File: src/rtl/xlc_pkg.sv
package xlc_pkg;
  typedef enum logic [1:0] {
    MODE_IND_WR = 2'b00,
    MODE_IND_RD = 2'b01,
    MODE_MEMMAP = 2'b10,
    MODE_POLL   = 2'b11
  } fn_mode_e;

  typedef struct packed {
    logic load;
    logic dec;
  } ctr_strobe_t;
endpackage

File: src/rtl/xlc_datapath.sv
module xlc_datapath
  import xlc_pkg::*;
#(
  parameter int LEN_W    = 32,
  parameter int ADDR_W   = 32,
  parameter int SIZE_W   = 5,
  parameter int POLL_MAX = 3
) (
  input  logic              clk,
  input  logic              rstN,
  input  logic              lenWrEn,
  input  logic [LEN_W-1:0]  lenWrData,
  input  logic              busy,
  input  logic [1:0]        fnMode,
  input  logic              dualFlash,
  input  logic [SIZE_W-1:0] sizeCode,
  input  logic [ADDR_W-1:0] byteAddr,
  input  ctr_strobe_t       strobes,
  output logic [LEN_W-1:0]  lenRdData,
  output logic              isLast,
  output logic              runsForever
);
  localparam logic [SIZE_W-1:0] SIZE_MAX = SIZE_W'((1 << SIZE_W) - 1);
  localparam logic [LEN_W-1:0]  POLL_LIM = LEN_W'(POLL_MAX);

  logic [LEN_W-1:0]  lenReg;
  logic [LEN_W-1:0]  lenView;
  logic [LEN_W-1:0]  lenEff;
  logic [LEN_W-1:0]  remaining;
  logic              unbounded;
  logic              isPoll;
  logic              isIndirect;
  logic              openLen;
  logic              sizeIsMax;
  logic [SIZE_W:0]   shiftAmt;
  logic [ADDR_W:0]   sizeBytes;
  logic [ADDR_W-1:0] endAddr;

  // Length register, locked while busy
  always_ff @(posedge clk or negedge rstN) begin
    if (!rstN)                 lenReg <= '0;
    else if (lenWrEn && !busy) lenReg <= lenWrData;
  end

  // Dual-flash forces an odd length code (even byte count)
  assign lenView    = {lenReg[LEN_W-1:1], lenReg[0] | dualFlash};
  assign lenRdData  = lenView;
  assign isPoll     = (fn_mode_e'(fnMode) == MODE_POLL);
  assign isIndirect = (fn_mode_e'(fnMode) == MODE_IND_WR) || (fn_mode_e'(fnMode) == MODE_IND_RD);
  assign lenEff     = (isPoll && (lenView > POLL_LIM)) ? POLL_LIM : lenView;
  assign openLen    = isIndirect && (&lenView);

  // Remaining byte counter
  always_ff @(posedge clk or negedge rstN) begin
    if (!rstN) begin
      remaining <= '0;
      unbounded <= 1'b0;
    end else if (strobes.load) begin
      remaining <= lenEff;
      unbounded <= openLen;
    end else if (strobes.dec) begin
      remaining <= remaining - 1'b1;
    end
  end

  // End-of-flash address: 2^(code+1) - 1
  assign shiftAmt    = {1'b0, sizeCode} + 1'b1;
  assign sizeBytes   = (ADDR_W + 1)'(1) << shiftAmt;
  assign endAddr     = ADDR_W'(sizeBytes - 1'b1);
  assign sizeIsMax   = (sizeCode == SIZE_MAX);
  assign runsForever = unbounded && sizeIsMax;
  assign isLast      = unbounded ? (!sizeIsMax && (byteAddr == endAddr)) : (remaining == '0);

  p_busy_lock_r5: assert property (@(posedge clk) disable iff (!rstN)
    busy |=> $stable(lenReg));

  p_no_overflow_r2: assert property (@(posedge clk) disable iff (!rstN)
    (strobes.dec && !unbounded) |-> (remaining != '0));

  p_poll_clamp_r7: assert property (@(posedge clk) disable iff (!rstN)
    (strobes.load && isPoll) |=> (remaining <= POLL_LIM));
endmodule

File: src/rtl/xlc_ctrl.sv
module xlc_ctrl
  import xlc_pkg::*;
(
  input  logic        clk,
  input  logic        rstN,
  input  logic        start,
  input  logic        byteDone,
  input  logic [1:0]  fnMode,
  input  logic        isLast,
  input  logic        runsForever,
  output ctr_strobe_t strobes,
  output logic        lastByte,
  output logic        done
);
  logic active;
  logic finish;

  assign lastByte     = active && isLast;
  assign strobes.load = start && !active && (fn_mode_e'(fnMode) != MODE_MEMMAP);
  assign strobes.dec  = active && byteDone && !isLast;
  assign finish       = active && byteDone && isLast;

  always_ff @(posedge clk or negedge rstN) begin
    if (!rstN) begin
      active <= 1'b0;
      done   <= 1'b0;
    end else begin
      done <= finish;
      if (strobes.load)  active <= 1'b1;
      else if (finish)   active <= 1'b0;
    end
  end

  p_done_pulse_r4: assert property (@(posedge clk) disable iff (!rstN)
    done |=> !done);

  p_done_cause_r4: assert property (@(posedge clk) disable iff (!rstN)
    (lastByte && byteDone) |=> done);

  p_forever_r9: assert property (@(posedge clk) disable iff (!rstN)
    (active && runsForever) |=> active);

  p_memmap_idle_r10: assert property (@(posedge clk) disable iff (!rstN)
    (!active && fn_mode_e'(fnMode) == MODE_MEMMAP) |=> !active);
endmodule

File: src/rtl/xfer_len_ctr.sv
module xfer_len_ctr
  import xlc_pkg::*;
#(
  parameter int LEN_W    = 32,
  parameter int ADDR_W   = 32,
  parameter int SIZE_W   = 5,
  parameter int POLL_MAX = 3
) (
  input  logic              clk,
  input  logic              rstN,
  input  logic              lenWrEn,
  input  logic [LEN_W-1:0]  lenWrData,
  input  logic              busy,
  input  logic [1:0]        fnMode,
  input  logic              dualFlash,
  input  logic [SIZE_W-1:0] sizeCode,
  input  logic              start,
  input  logic              byteDone,
  input  logic [ADDR_W-1:0] byteAddr,
  output logic [LEN_W-1:0]  lenRdData,
  output logic              lastByte,
  output logic              done
);
  ctr_strobe_t strobes;
  logic        isLast;
  logic        runsForever;

  xlc_datapath #(
    .LEN_W(LEN_W), .ADDR_W(ADDR_W), .SIZE_W(SIZE_W), .POLL_MAX(POLL_MAX)
  ) u_dp (
    .clk(clk), .rstN(rstN), .lenWrEn(lenWrEn), .lenWrData(lenWrData),
    .busy(busy), .fnMode(fnMode), .dualFlash(dualFlash), .sizeCode(sizeCode),
    .byteAddr(byteAddr), .strobes(strobes), .lenRdData(lenRdData),
    .isLast(isLast), .runsForever(runsForever)
  );

  xlc_ctrl u_ctrl (
    .clk(clk), .rstN(rstN), .start(start), .byteDone(byteDone),
    .fnMode(fnMode), .isLast(isLast), .runsForever(runsForever),
    .strobes(strobes), .lastByte(lastByte), .done(done)
  );
endmodule

File: config.mk
export PLATFORM = sky130hd
export DESIGN_NAME = xfer_len_ctr
export DESIGN_NICKNAME = d
export VERILOG_FILES = /design/src/rtl/xlc_pkg.sv /design/src/rtl/xlc_datapath.sv /design/src/rtl/xlc_ctrl.sv /design/src/rtl/xfer_len_ctr.sv
export SDC_FILE = /design/constraint.sdc
export NUM_CORES = 1
export LEC_CHECK = 0
export BUFFER_PORTS_ARGS = -buffer_cell sky130_fd_sc_hd__buf_2
export CORE_MARGIN = 5
export CORE_UTILIZATION = 35
export DETAILED_ROUTE_END_ITERATION = 8
export PLACE_DENSITY = 0.56
export SYNTH_ARGS = -nofsm -noshare
export SYNTH_HDL_FRONTEND = slang
export SYNTH_SLANG_ARGS = --single-unit
File: constraint.sdc
create_clock -name clk -period 3.4 [get_ports clk]
set_input_delay 0.17 -clock clk [delete_from_list [all_inputs] [get_ports clk]]
set_output_delay 0.17 -clock clk [all_outputs]
set_load 0.02 [all_outputs]
* Word level (Yosys, flattened, before mapping)
Index checks and enable logic that the tools add are counted.
** Storage, ports and cells
- Flip-flop bits (word level) :: 67
- Input bits :: 78
- Output and inout bits :: 34
- Word-level logic and storage cells :: 42
** Operators by class
- Add/subtract/negate cells :: 3
- $lt $le $gt $ge :: 1
- Equal/unequal tests :: 5
- Shift operators :: 1
- Multiplexer cells :: 6
- Bitwise logic cells :: 1
- Reductions and logical operators :: 20
** Operators by type and width (count)
- $mux 32 :: 3
- $sub 32x1->32 const B :: 2
- $eq 32x32->1 :: 1
- $gt 32x2->1 const B :: 1
- $logic_not 32->1 :: 1
- $reduce_and 32->1 :: 1
- $shl 1x6->32 const A :: 1
- $logic_and 1x1->1 :: 10
- $add 5x1->6 const B :: 1
- $eq 5x5->1 const B :: 1
- $logic_not 1->1 :: 4
- $reduce_bool 2->1 :: 2
- $mux 1 :: 3
- $eq 2x1->1 const B :: 1
- $eq 2x2->1 const B :: 1
- $logic_not 2->1 :: 1
- $ne 2x2->1 const B :: 1
- $logic_or 1x1->1 :: 1
- $or 1x1->1 :: 1

* Logic depth before layout (Yosys ltp)
Gate-level depths: netlist of run 1.
- Depth in word-level cells :: 10
- Mapped depth :: 20
- Depth with buffers taken out :: 15

* Hierarchy
From an unflattened synthesis of run 1, not the netlist that was laid out.
** Second synthesis, totals
- Cell total of the unflattened synthesis :: 583
- Area, all modules :: 5066.1 sq um
** By module, submodules not included
- xlc_datapath :: times used 1, cells each 572, area each 4964.8 sq um, seq. area each 1626.6 sq um
- xlc_ctrl :: times used 1, cells each 11, area each 101.3 sq um, seq. area each 50.0 sq um

* Worst setup path before layout of run 1
Ideal clock, no wire load.
- Path type :: input to register
- From :: in sizeCode[0]
- To :: reg u_dp.remaining[13]
- Library setup time :: 0.122 ns
- Arrival time :: 3.960 ns
- Data required time :: 3.278 ns
- Setup slack :: -0.681 ns
- Cell stages on the path :: 16
- Buffers on the path :: 4
- Cells stage by stage :: clkbuf_1 -> nand4_1 -> inv_1 -> ha_1 -> clkbuf_1 -> clkbuf_1 -> or3_1 -> ha_1 -> clkbuf_1 -> o311a_1 -> or3b_2 -> nand3_1 -> nor3_1 -> and3_1 -> or4_2 -> a32o_1
** Between the ends
- Longest elaborated chain between the ends :: 9
- Elaborated cells on any way between the ends :: 11
- Those cells by class :: add/sub: 2; eq/ne: 2; shift: 1; mux: 1; reduce/logical: 5
** RTL lines
- start, declared :: RTL line xfer_len_ctr.sv:16 : input logic [SIZE_W-1:0] sizeCode,
- $add 5x1->6 :: RTL line xlc_datapath.sv:67 : assign shiftAmt = {1'b0, sizeCode} + 1'b1;
- $shl 1x6->32 :: RTL line xlc_datapath.sv:68 : assign sizeBytes = (ADDR_W + 1)'(1) << shiftAmt;
- $sub 32x1->32 :: RTL line xlc_datapath.sv:69 : assign endAddr = ADDR_W'(sizeBytes - 1'b1);
- $eq 32x32->1 :: RTL line xlc_datapath.sv:72 : assign isLast = unbounded ? (!sizeIsMax && (byteAddr == endAddr)) : (remaining == '0);
- $logic_and 1x1->1 (*) :: RTL line xlc_datapath.sv:72
- $mux 1 (*) :: RTL line xlc_datapath.sv:72
- $logic_not 1->1 (*) :: RTL line xlc_ctrl.sv:20 : assign strobes.dec = active && byteDone && !isLast;
- $logic_and 1x1->1 (*) :: RTL line xlc_ctrl.sv:20
- $reduce_bool 2->1 (no line) (*)
- end signal, assigned :: RTL line xlc_datapath.sv:59 : remaining <= lenEff;
- end signal, assigned :: RTL line xlc_datapath.sv:62 : remaining <= remaining - 1'b1;
- end, declared :: RTL line xlc_datapath.sv:29 : logic [LEN_W-1:0] remaining;
Mark *: on every way between the ends. The rest lies on a longest branch, timed or not.
A chain may end at the register's enable or synchronous reset.

* Worst setup path in the final report of run 1
- From :: reg u_dp.remaining[10]
- To :: out lastByte
** Between the ends
- Longest elaborated chain between the ends :: 3
** RTL lines
- $logic_not 32->1 :: RTL line xlc_datapath.sv:72
- $mux 1 :: RTL line xlc_datapath.sv:72
- $logic_and 1x1->1 :: RTL line xlc_ctrl.sv:18 : assign lastByte = active && isLast;
- end, declared :: RTL line xfer_len_ctr.sv:21 : output logic lastByte,
Every way passes these cells.

==> results of run 1 <==
[metal layers]
layer / wire (um) / up-vias / GRT usage (%)
met4: 278 / 0 / 4.48
met5: 0 / - / 0
met2: 8210 / 194 / 29.2
li1: - / 2571 / -
met3: 948 / 21 / 3.27
met1: 8020 / 2705 / 27.4
[repair_timing]
item,CTS,global route
cloned,0,3
endpoints found under the setup margin,2,35
pin swaps,8,13
gates resized for setup,9,16
setup buffers,3,3
[power groups by stage]
| stage | Combinational (mW) | Sequential (mW) | Clock, mW |
|---|---|---|---|
| global placement | 0.612 | 0.994 | 0 |
| global route | 0.696 | 0.997 | 0.987 |
| detailed placement | 0.619 | 0.996 | 0 |
| CTS | 0.630 | 0.982 | 0.955 |
| finish | 0.643 | 0.983 | 0.935 |
| floorplan | 0.478 | 0.956 | 0 |
[registers in the layout, summed over array words and instances (netlist names)]
name            count
u_ctrl.done         1
u_dp.lenReg        32
u_dp.remaining     32
u_dp.unbounded      1
u_ctrl.active       1
[cell usage in the layout (no fill, tap or decap), types with 11 or more instances in the layout]
cell type,n
o21ai_0,25
buf_2,110
nand3_2,11
xnor2_1,28
nand2_1,44
nand3_1,17
a21oi_1,28
inv_1,18
o211ai_1,15
nand4_1,17
a31oi_1,14
nor3_1,28
dfrtp_1,67
nor4_1,16
nor2_1,22
buf_4,47
mux2_2,31
[path summary, 6_finish.rpt]
kind	from	to	slack, ns
max in group asynchronous	rstN	u_dp.remaining[2]	2.62
max reg2reg	u_dp.remaining[10]	u_dp.remaining[26]	-0.12
min	rstN	u_dp.remaining[21]	-0.01
max	u_dp.remaining[10]	lastByte	-0.17
min reg2reg	u_dp.lenReg[0]	u_dp.lenReg[0]	0.51
min in group clk	lenWrData[1]	u_dp.lenReg[1]	0.05
[cells in the mapped netlist (all sizes together) (19+ instances only)]
| master | n |
|---|---|
| mux2 | 31 |
| xnor2 | 28 |
| clkbuf | 38 |
| nand3 | 29 |
| nor3 | 28 |
| a21oi | 31 |
| o21ai | 27 |
| inv | 19 |
| nand2 | 46 |
| dfrtp | 67 |
| buf | 44 |
| nor2 | 24 |
[stage by stage]
| stage | hold WS, ns | area (um^2) | utilization (%) | setup TNS (ns) | std cells |
|---|---|---|---|---|---|
| 2_1_floorplan | -0.126 | 5630 | - | -5.10 | 629 |
| 3_3_place_gp | 0.370 | 6310 | 40.2 | -3.12 | 924 |
| 3_5_place_dp | 0.377 | 6310 | 40.2 | -3.16 | 924 |
| 4_1_cts | 0.0232 | 6670 | 42.5 | -1.37 | 942 |
| 5_1_grt | 0.0474 | 6800 | 43.3 | -6.55 | 948 |
| 6_report | -0.0104 | 6800 | 43.3 | -2.42 | 948 |
[worst register-to-register path: stages (launching register included)]
cell and delay [ns]:
dfrtp_1 0.38, or3_4 0.39, or2_4 0.23, or3_4 0.33, or4_4 0.49, or3_4 0.35
or4b_4 0.50, buf_4 0.18, nand3_4 0.13, nor2_4 0.07, buf_12 0.17, a311oi_2 0.22
[area by class of cell]
class | instances | area (um^2) | share of cell area [%]
clock buffers | 13 | 260 | 3.83
multi-input cells | 463 | 3430 | 50.4
inverters | 19 | 71.3 | 1.05
clock inverters | 2 | 35.0 | 0.515
repair buffers | 168 | 1060 | 15.6
well taps | 216 | 270 | 3.97
flip-flops and latches | 67 | 1680 | 24.7
[cell families after synthesis]
| logic type | Yosys count | synth area share [%] |
|---|---|---|
| muxes | 32 | 6.48 |
| DFF | 67 | 30.3 |
| buffers and inverters | 101 | 10.3 |
| adders and majority gates | 3 | 0.678 |
| AOI/OAI and AO/OA | 172 | 23.7 |
| and+or+nand+nor | 220 | 23.1 |
| xor gates and xnor gates | 34 | 5.38 |
==> impl_metrics.csv, run 1 <==
group,metric,value,unit
clock_tree,clk_pin_slew,0.05,ns
setup_path,worst_r2r_path_depth,11,
pwr,clkPwrFrac,36.5,%
global_route,grt_pass1_wl,28.2,mm
die,start_util,35.2,%
route,wl,17.5,mm
route,ant_nets,0,
setup_path,worstSetupEndpointType,"primary output",
clock_tree,numCtsBuffers,9,
route,vias,5491,
logic_synthesis,synth.distinct_cells,85,
final_layout,fill_cells,1511,
setup_path,cp.depth,9,
pwr,p_sw,0.803,mW
placement,dp_hpwl,12.4,mm
die,dieArea,18400,um^2
sta,max_freq,280,MHz
logic_synthesis,yosys.area.top_type,"dfrtp_1",
pwr,combPwrFrac,25.1,%
pwr,p_int,1.76,mW
final_layout,drive_gt1_share,37.3,%
run_status,status,"complete, but fails checks",
pwr,powerDensity,376,nW/um^2
clock_tree,clk_latency,0.34,ns
logic_synthesis,synth_area_leaders,"dfrtp_1 (30%), mux2_2 (6.3%), buf_4 (4.5%), xnor2_1 (4.4%), nand2_1 (3.1%)",
global_route,antenna_found_initial,0,
clock_tree,cts_root_buffer,"clkbuf_16",
die,die_h,136,um
global_route,gr-total-overflow,0,
final_layout,diodes,0,
setup_path,cp.arrival,3.40,ns
sta,finalSetupViolations,29,
sta,rsz0062_at_grt,"yes",
logic_synthesis,yosys.area.top_type_share,30.3,%
final_layout,synthToLayoutAreaGrowth,22.8,%
logic_synthesis,syn_inst,629,
clock_tree,hold_buffers,0,
pwr,p_total,2.56,mW
pwr,peakVddDrop,0.291,mV
setup_path,start_kind,"flip-flop",
setup_path,crit_chain,"or3_4 -> or2_4 -> or3_4 -> or4_4 -> or3_4 -> or4b_4 -> buf_6 -> a21oi_4 -> buf_6",
route,drc_errors,0,
placement,portBuffers,111,
sta,finClkSkew,0.00755,ns
setup_path,critical_path_class,"flip-flop to primary output",
die,core,15700,um^2
job,maxCapViolCount,0,
placement,gp_congestion,0.924,
clock_tree,cts_sinks,67,
sta,period_share,105,%
setup_path,critPathBufInv,2,
run_status,violations,"negative hold slack, negative setup slack",
sta,whs,-0.0104,ns
clock_tree,cts_max_level,3,
pwr,p_leak,2.69,nW
logic_synthesis,avgSynthCellArea,8.80,um^2
die,die_w,136,um
hold_path,hold_path.class,"primary input to asynchronous set/reset pin",
global_route,grt_pass1_vias,5393,
logic_synthesis,ys.flop_type,"dfrtp_1",
pwr,switching_share,31.4,%
setup_path,crit_slowest_cell,"or4b_4",
setup_path,cpLargestDelayFamily,"simple AND/OR/NAND/NOR gates",
logic_synthesis,yosysWarnings,0,
sta,tightest_slew,0.964,ns
setup_path,crit_required,3.23,ns
route,drt-pass1-iter-count,5,
sta,final_hold_viol_count,18,
setup_path,crit_fanout,2,
clock_tree,clockBufferDepth,2,
sta,setup_slack,-0.166,ns
route,wl_per_cell,18.4,um
logic_synthesis,synth_edf_count,0,
placement,dp_worst_setup_slack,-0.191,ns
setup_path,crit_top_cell,"or3_4",
clock_tree,cts_tree,"built",
route,via_per_inst,5.79,
global_route,grt_max_degree,60,
pwr,seqPwrFrac,38.4,%
setup_path,cp_slowest_stage_delay,0.50,ns
logic_synthesis,ys_ff_latch,67,
final_layout,nets,809,
logic_synthesis,syn_nets,710,
route,drtIter0Drc,511,
global_route,grt_use_total,18.8,%
logic_synthesis,ys_async_sr_fraction,100,%
logic_synthesis,synthesis.area,5540,um^2
sta,period_needed,3.57,ns
die,boundaryPins,112,
sta,max_slew_margin,35.8,%
die,rows,46,
logic_synthesis,ys_seq_area_share,30.3,%
sta,drv_slew,0,
Power figures use the tool's default switching activity.
==> inputs of run 2 (changes only) <==
Settings changed: PLACE_DENSITY 0.56 to 0.58.
==> impl_metrics.csv, run 2 (synthesized netlist as in run 1, its figures left out) <==
group,metric,value,unit
setup_path,crit_top_cell,"or3_4",
clock_tree,clk_latency,0.33,ns
final_layout,final_common_cell,"buf_2",
sta,max_freq,280,MHz
route,drt-pass1-iter-count,6,
setup_path,cp.arrival,3.40,ns
die,boundaryPins,112,
pwr,switching_share,32.3,%
pwr,peakVddDrop,0.250,mV
final_layout,nets,823,
clock_tree,cts_tree,"built",
placement,gp_congestion,0.862,
route,wl,17.9,mm
global_route,antenna_found_initial,0,
die,die_w,136,um
pwr,combPwrFrac,26.2,%
clock_tree,clockBufferDepth,2,
sta,rsz0062_at_grt,"yes",
global_route,grt_util_met2,30.3,%
global_route,grt_max_degree,60,
route,drc_errors,0,
global_route,grt_pass1_vias,5635,
route,via_per_inst,5.80,
hold_path,hold_path.class,"primary input to flip-flop",
clock_tree,cts_max_level,3,
setup_path,cp_slowest_stage_delay,0.51,ns
sta,setup_slack,-0.167,ns
setup_path,crit_required,3.23,ns
final_layout,fill_cells,1558,
die,start_util,35.2,%
job,maxCapViolCount,0,
sta,finalSetupViolations,32,
die,die_h,136,um
route,wl_per_cell,18.6,um
setup_path,crit_chain,"or3_4 -> or2_4 -> or3_4 -> or4_4 -> or3_4 -> or4b_4 -> buf_6 -> a21oi_4 -> buf_6",
global_route,met3_usage,3.57,%
sta,finClkSkew,0.00732,ns
die,rows,46,
placement,dp_hpwl,12.5,mm
setup_path,crit_fanout,2,
sta,period_share,105,%
sta,tightest_slew,0.863,ns
pwr,clkPwrFrac,34.6,%
pwr,seqPwrFrac,39.2,%
setup_path,crit_start,"u_dp.remaining[10]",
global_route,grt_use_total,19.3,%
setup_path,critical_path_class,"flip-flop to primary output",
global_route,grt.met1_usage,26.8,%
placement,place_area,6350,um^2
global_route,top_usage_layer,"met2",
setup_path,worstSetupEndpointType,"primary output",
final_layout,final_cell_mix,"buf_2 (110), dfrtp_1 (67), buf_4 (61)",
sta,drv_slew,0,
hold_path,hp-start,"lenWrData[1]",
route,ant_nets,0,
placement,portBuffers,111,
clock_tree,cts_root_buffer,"clkbuf_16",
sta,period_needed,3.57,ns
global_route,grt_pass1_wl,28.8,mm
setup_path,start_kind,"flip-flop",
clock_tree,cts_sinks,67,
sta,max_slew_margin,42.4,%
final_layout,design_area,6880,um^2
pwr,p_sw,0.809,mW
final_layout,synthToLayoutAreaGrowth,24.2,%
run_status,violations,"negative setup slack",
setup_path,ff2ff_setup_slack,-0.10,ns
die,core,15700,um^2
final_layout,reg.largest.list,"u_dp.lenReg (32), u_dp.remaining (32)",
sta,final_hold_viol_count,0,
final_layout,drive_gt1_share,38.0,%
global_route,gr-total-overflow,0,
clock_tree,numCtsBuffers,9,
final_layout,diodes,0,
sta,whs,0.0473,ns
pwr,p_int,1.70,mW
clock_tree,clk_pin_slew,0.06,ns
route,vias,5582,
pwr,powerDensity,365,nW/um^2
setup_path,crit_slowest_cell,"or4b_4",
die,dieArea,18400,um^2
setup_path,r2r-start,"u_dp.remaining[10]",
route,drtIter0Drc,529,
pwr,p_leak,2.74,nW
run_status,status,"complete, but fails checks",
-- run 2: metal layers --
metal	part of all wire, %	wire length (um)	up-vias
li1	-	-	2591
met1	43	7730	2700
met2	48	8500	252
met3	7.1	1270	39
met4	2.2	387	0
met5	0	0	-
-- run 2: path summary, 6_finish.rpt --
path | to | depth (start not counted)
worst max-delay path | lastByte | 9
worst min-delay path | u_dp.lenReg[1] | 3
worst max register to register | u_dp.remaining[13] | 11
worst min register to register | u_dp.lenReg[0] | 1
max in group asynchronous | u_dp.lenReg[5] | 3
min in group asynchronous | u_dp.remaining[23] | 2
-- run 2: worst max-delay path: cells and delay by family, from the launching register on --
family	cells	cell delay [ns]
and+or+nand+nor	6	2.26
AOI/OAI and AO/OA	1	0.17
DFF	1	0.37
buffers and inverters	2	0.28
-- run 2: power groups by stage --
stage               Clock [mW]  Sequential [mW]  Combinational (mW)
floorplan                    0            0.956               0.478
global placement             0            0.994               0.611
detailed placement           0            0.997               0.622
CTS                      0.888            0.983               0.658
global route             0.923            0.997               0.713
finish                   0.867            0.983               0.658
-- run 2: cell type report --
type	count	area, um^2	share of cell area (%)
clock buffers	14	264	3.84
clock inverters	2	10.0	0.146
inverters	19	71.3	1.04
multi-input cells	464	3420	49.8
flip-flops and latches	67	1680	24.4
well taps	216	270	3.93
repair buffers	181	1160	16.9
-- run 2: timing repair --
item | in CTS | in global routing
cloned | 4 | 0
endpoints found under the setup margin | 22 | 34
pin swaps | 18 | 5
buffers inserted | 13 | 0
gates resized for setup | 20 | 2
hold buffers | 1 | 0
hold endpoints to repair | 20 | 0
-- run 2: metrics by stage --
| step | TNS, ns | instances | utilization (%) | power (mW) | worst slack (ns) |
|---|---|---|---|---|---|
| 5_1_grt | -4.50 | 963 | 43.8 | 2.63 | -0.240 |
| 3_3_place_gp | -2.56 | 929 | 40.4 | 1.61 | -0.174 |
| 4_1_cts | -2.81 | 963 | 43.8 | 2.53 | -0.187 |
| 6_report | -1.36 | 963 | 43.8 | 2.51 | -0.167 |
| 2_1_floorplan | -5.10 | 629 | - | 1.43 | -0.232 |
| 3_5_place_dp | -3.86 | 929 | 40.4 | 1.62 | -0.236 |
==> inputs of run 3 (changes only) <==
Settings changed: PLACE_DENSITY 0.58 to 0.59.
==> impl_metrics.csv, run 3 (synthesized netlist as in run 1, its figures left out) <==
group,metric,value,unit
setup_path,crit_fanout,2,
final_layout,final_cell_mix,"buf_2 (110), dfrtp_1 (67), buf_4 (53)",
die,start_util,35.2,%
clock_tree,clk_pin_slew,0.05,ns
final_layout,final_common_cell,"buf_2",
setup_path,cp.arrival,3.31,ns
route,drtIter0Drc,515,
die,die_w,136,um
route,drt-pass1-iter-count,6,
setup_path,r2r-start,"u_dp.remaining[11]",
die,die_h,136,um
placement,placedCellCount,928,
global_route,gr-total-overflow,0,
setup_path,start_kind,"flip-flop",
clock_tree,numCtsBuffers,9,
route,ant_nets,0,
setup_path,worstSetupEndpointType,"primary output",
global_route,grt_pass1_vias,5471,
setup_path,crit_top_cell,"or3_4",
final_layout,drive_gt1_share,38.1,%
sta,rsz0062_at_grt,"yes",
final_layout,synthToLayoutAreaGrowth,22.0,%
global_route,grt_pass1_wl,28.5,mm
clock_tree,cts_root_buffer,"clkbuf_16",
setup_path,crit_start,"u_dp.remaining[11]",
sta,finalSetupViolations,23,
global_route,top_usage_layer,"met2",
route,drc_errors,0,
global_route,grt_max_degree,60,
setup_path,crit_required,3.23,ns
setup_path,worst_r2r_path_depth,11,
final_layout,final_cell_count_no_fill,954,
die,boundaryPins,112,
job,maxCapViolCount,0,
global_route,met3_usage,3.75,%
pwr,powerDensity,367,nW/um^2
pwr,p_total,2.48,mW
sta,max_freq,287,MHz
global_route,antenna_found_initial,1,
die,rows,46,
setup_path,crit_chain,"or3_4 -> or2_4 -> or3_4 -> or4_4 -> or3_4 -> or4b_4 -> buf_6 -> a21oi_4 -> buf_6",
hold_path,hold_path.class,"primary input to flip-flop",
placement,portBuffers,111,
hold_path,hp-start,"lenWrData[1]",
final_layout,fill_cells,1551,
hold_path,worstHoldPathCells,3,
final_layout,nets,814,
global_route,grt_use_total,19.1,%
sta,max_slew_margin,54.2,%
sta,tightest_slew,0.687,ns
die,dieArea,18400,um^2
setup_path,critical_path_class,"flip-flop to primary output",
setup_path,cp_slowest_stage_delay,0.50,ns
clock_tree,cts_tree,"built",
run_status,status,"complete, but fails checks",
die,core,15700,um^2
sta,final_hold_viol_count,0,
pwr,peakVddDrop,0.220,mV
route,via_per_inst,5.83,
clock_tree,cts_sinks,67,
final_layout,diodes,0,
sta,period_needed,3.48,ns
sta,drv_slew,0,
sta,setup_slack,-0.0805,ns
route,wl,18.0,mm
clock_tree,clk_latency,0.34,ns
placement,dp_hpwl,12.6,mm
run_status,violations,"negative setup slack",
pwr,p_leak,2.65,nW
setup_path,crit_slowest_cell,"or4b_4",
global_route,grt_util_met2,30.4,%
sta,finClkSkew,0.00421,ns
global_route,grt.met1_usage,26.3,%
sta,period_share,102,%
route,wl_per_cell,18.8,um
placement,gp_congestion,0.869,
clock_tree,clockBufferDepth,2,
clock_tree,cts_max_level,3,
final_layout,reg.largest.list,"u_dp.lenReg (32), u_dp.remaining (32)",
route,vias,5563,
## run 3: report_power, final
group / switching (mW) / internal [mW] / leakage [nW]
clock: 0.359 / 0.490 / 0.135
combinational: 0.364 / 0.282 / 1.76
sequential: 0.109 / 0.874 / 0.750
## run 3: final cells by class
cell class / count / area [um^2] / share of cell area (%)
clock buffers: 9 / 225 / 3.33
clock inverters: 7 / 45.0 / 0.667
inverters: 19 / 71.3 / 1.06
multi-input cells: 465 / 3410 / 50.5
flip-flops and latches: 67 / 1680 / 24.8
well taps: 216 / 270 / 4.00
repair buffers: 171 / 1050 / 15.6
## run 3: worst max-delay path, delay by kind of cell (launching register included)
kind / cells / cell delay [ns]
simple gates: 6 / 2.21
buf+inv: 2 / 0.27
flops: 1 / 0.37
compound gates: 1 / 0.11
## run 3: per-stage QoR
step | area (um^2) | setup TNS (ns) | worst slack, ns | hold WS, ns | utilization (%)
6_report | 6750 | -0.635 | -0.0805 | 0.0414 | 43.0
5_1_grt | 6750 | -3.59 | -0.174 | 0.0572 | 43.0
4_1_cts | 6690 | -1.66 | -0.159 | 0.0362 | 42.5
3_5_place_dp | 6340 | -3.12 | -0.184 | 0.118 | 40.4
3_3_place_gp | 6340 | -1.51 | -0.0920 | 0.105 | 40.4
2_1_floorplan | 5630 | -5.10 | -0.232 | -0.126 | -
## run 3: path summary, 6_finish.rpt
kind                       slack [ns]           endpoint
setup / recovery                -0.08           lastByte
hold / removal                   0.04     u_dp.lenReg[1]
setup reg to reg                -0.08  u_dp.remaining[1]
hold reg to reg                  0.52     u_dp.lenReg[0]
max in group asynchronous        2.09    u_dp.lenReg[11]
min in group asynchronous        0.28    u_dp.lenReg[19]
## run 3: routing by layer
metal / vias up / routed length (um)
met5: - / 13
met4: 2 / 301
met3: 26 / 1300
met2: 223 / 8450
met1: 2729 / 7890
li1: 2583 / -
## run 3: repair_timing
| item | in CTS | in global routing |
|---|---|---|
| setup endpoints to repair | 26 | 33 |
| endpoints found under the hold margin | 17 | 0 |
| gates cloned | 0 | 4 |
| resized for setup | 14 | 5 |
| buffers inserted | 3 | 2 |
| hold buffers | 1 | 0 |
| pin swaps | 12 | 3 |
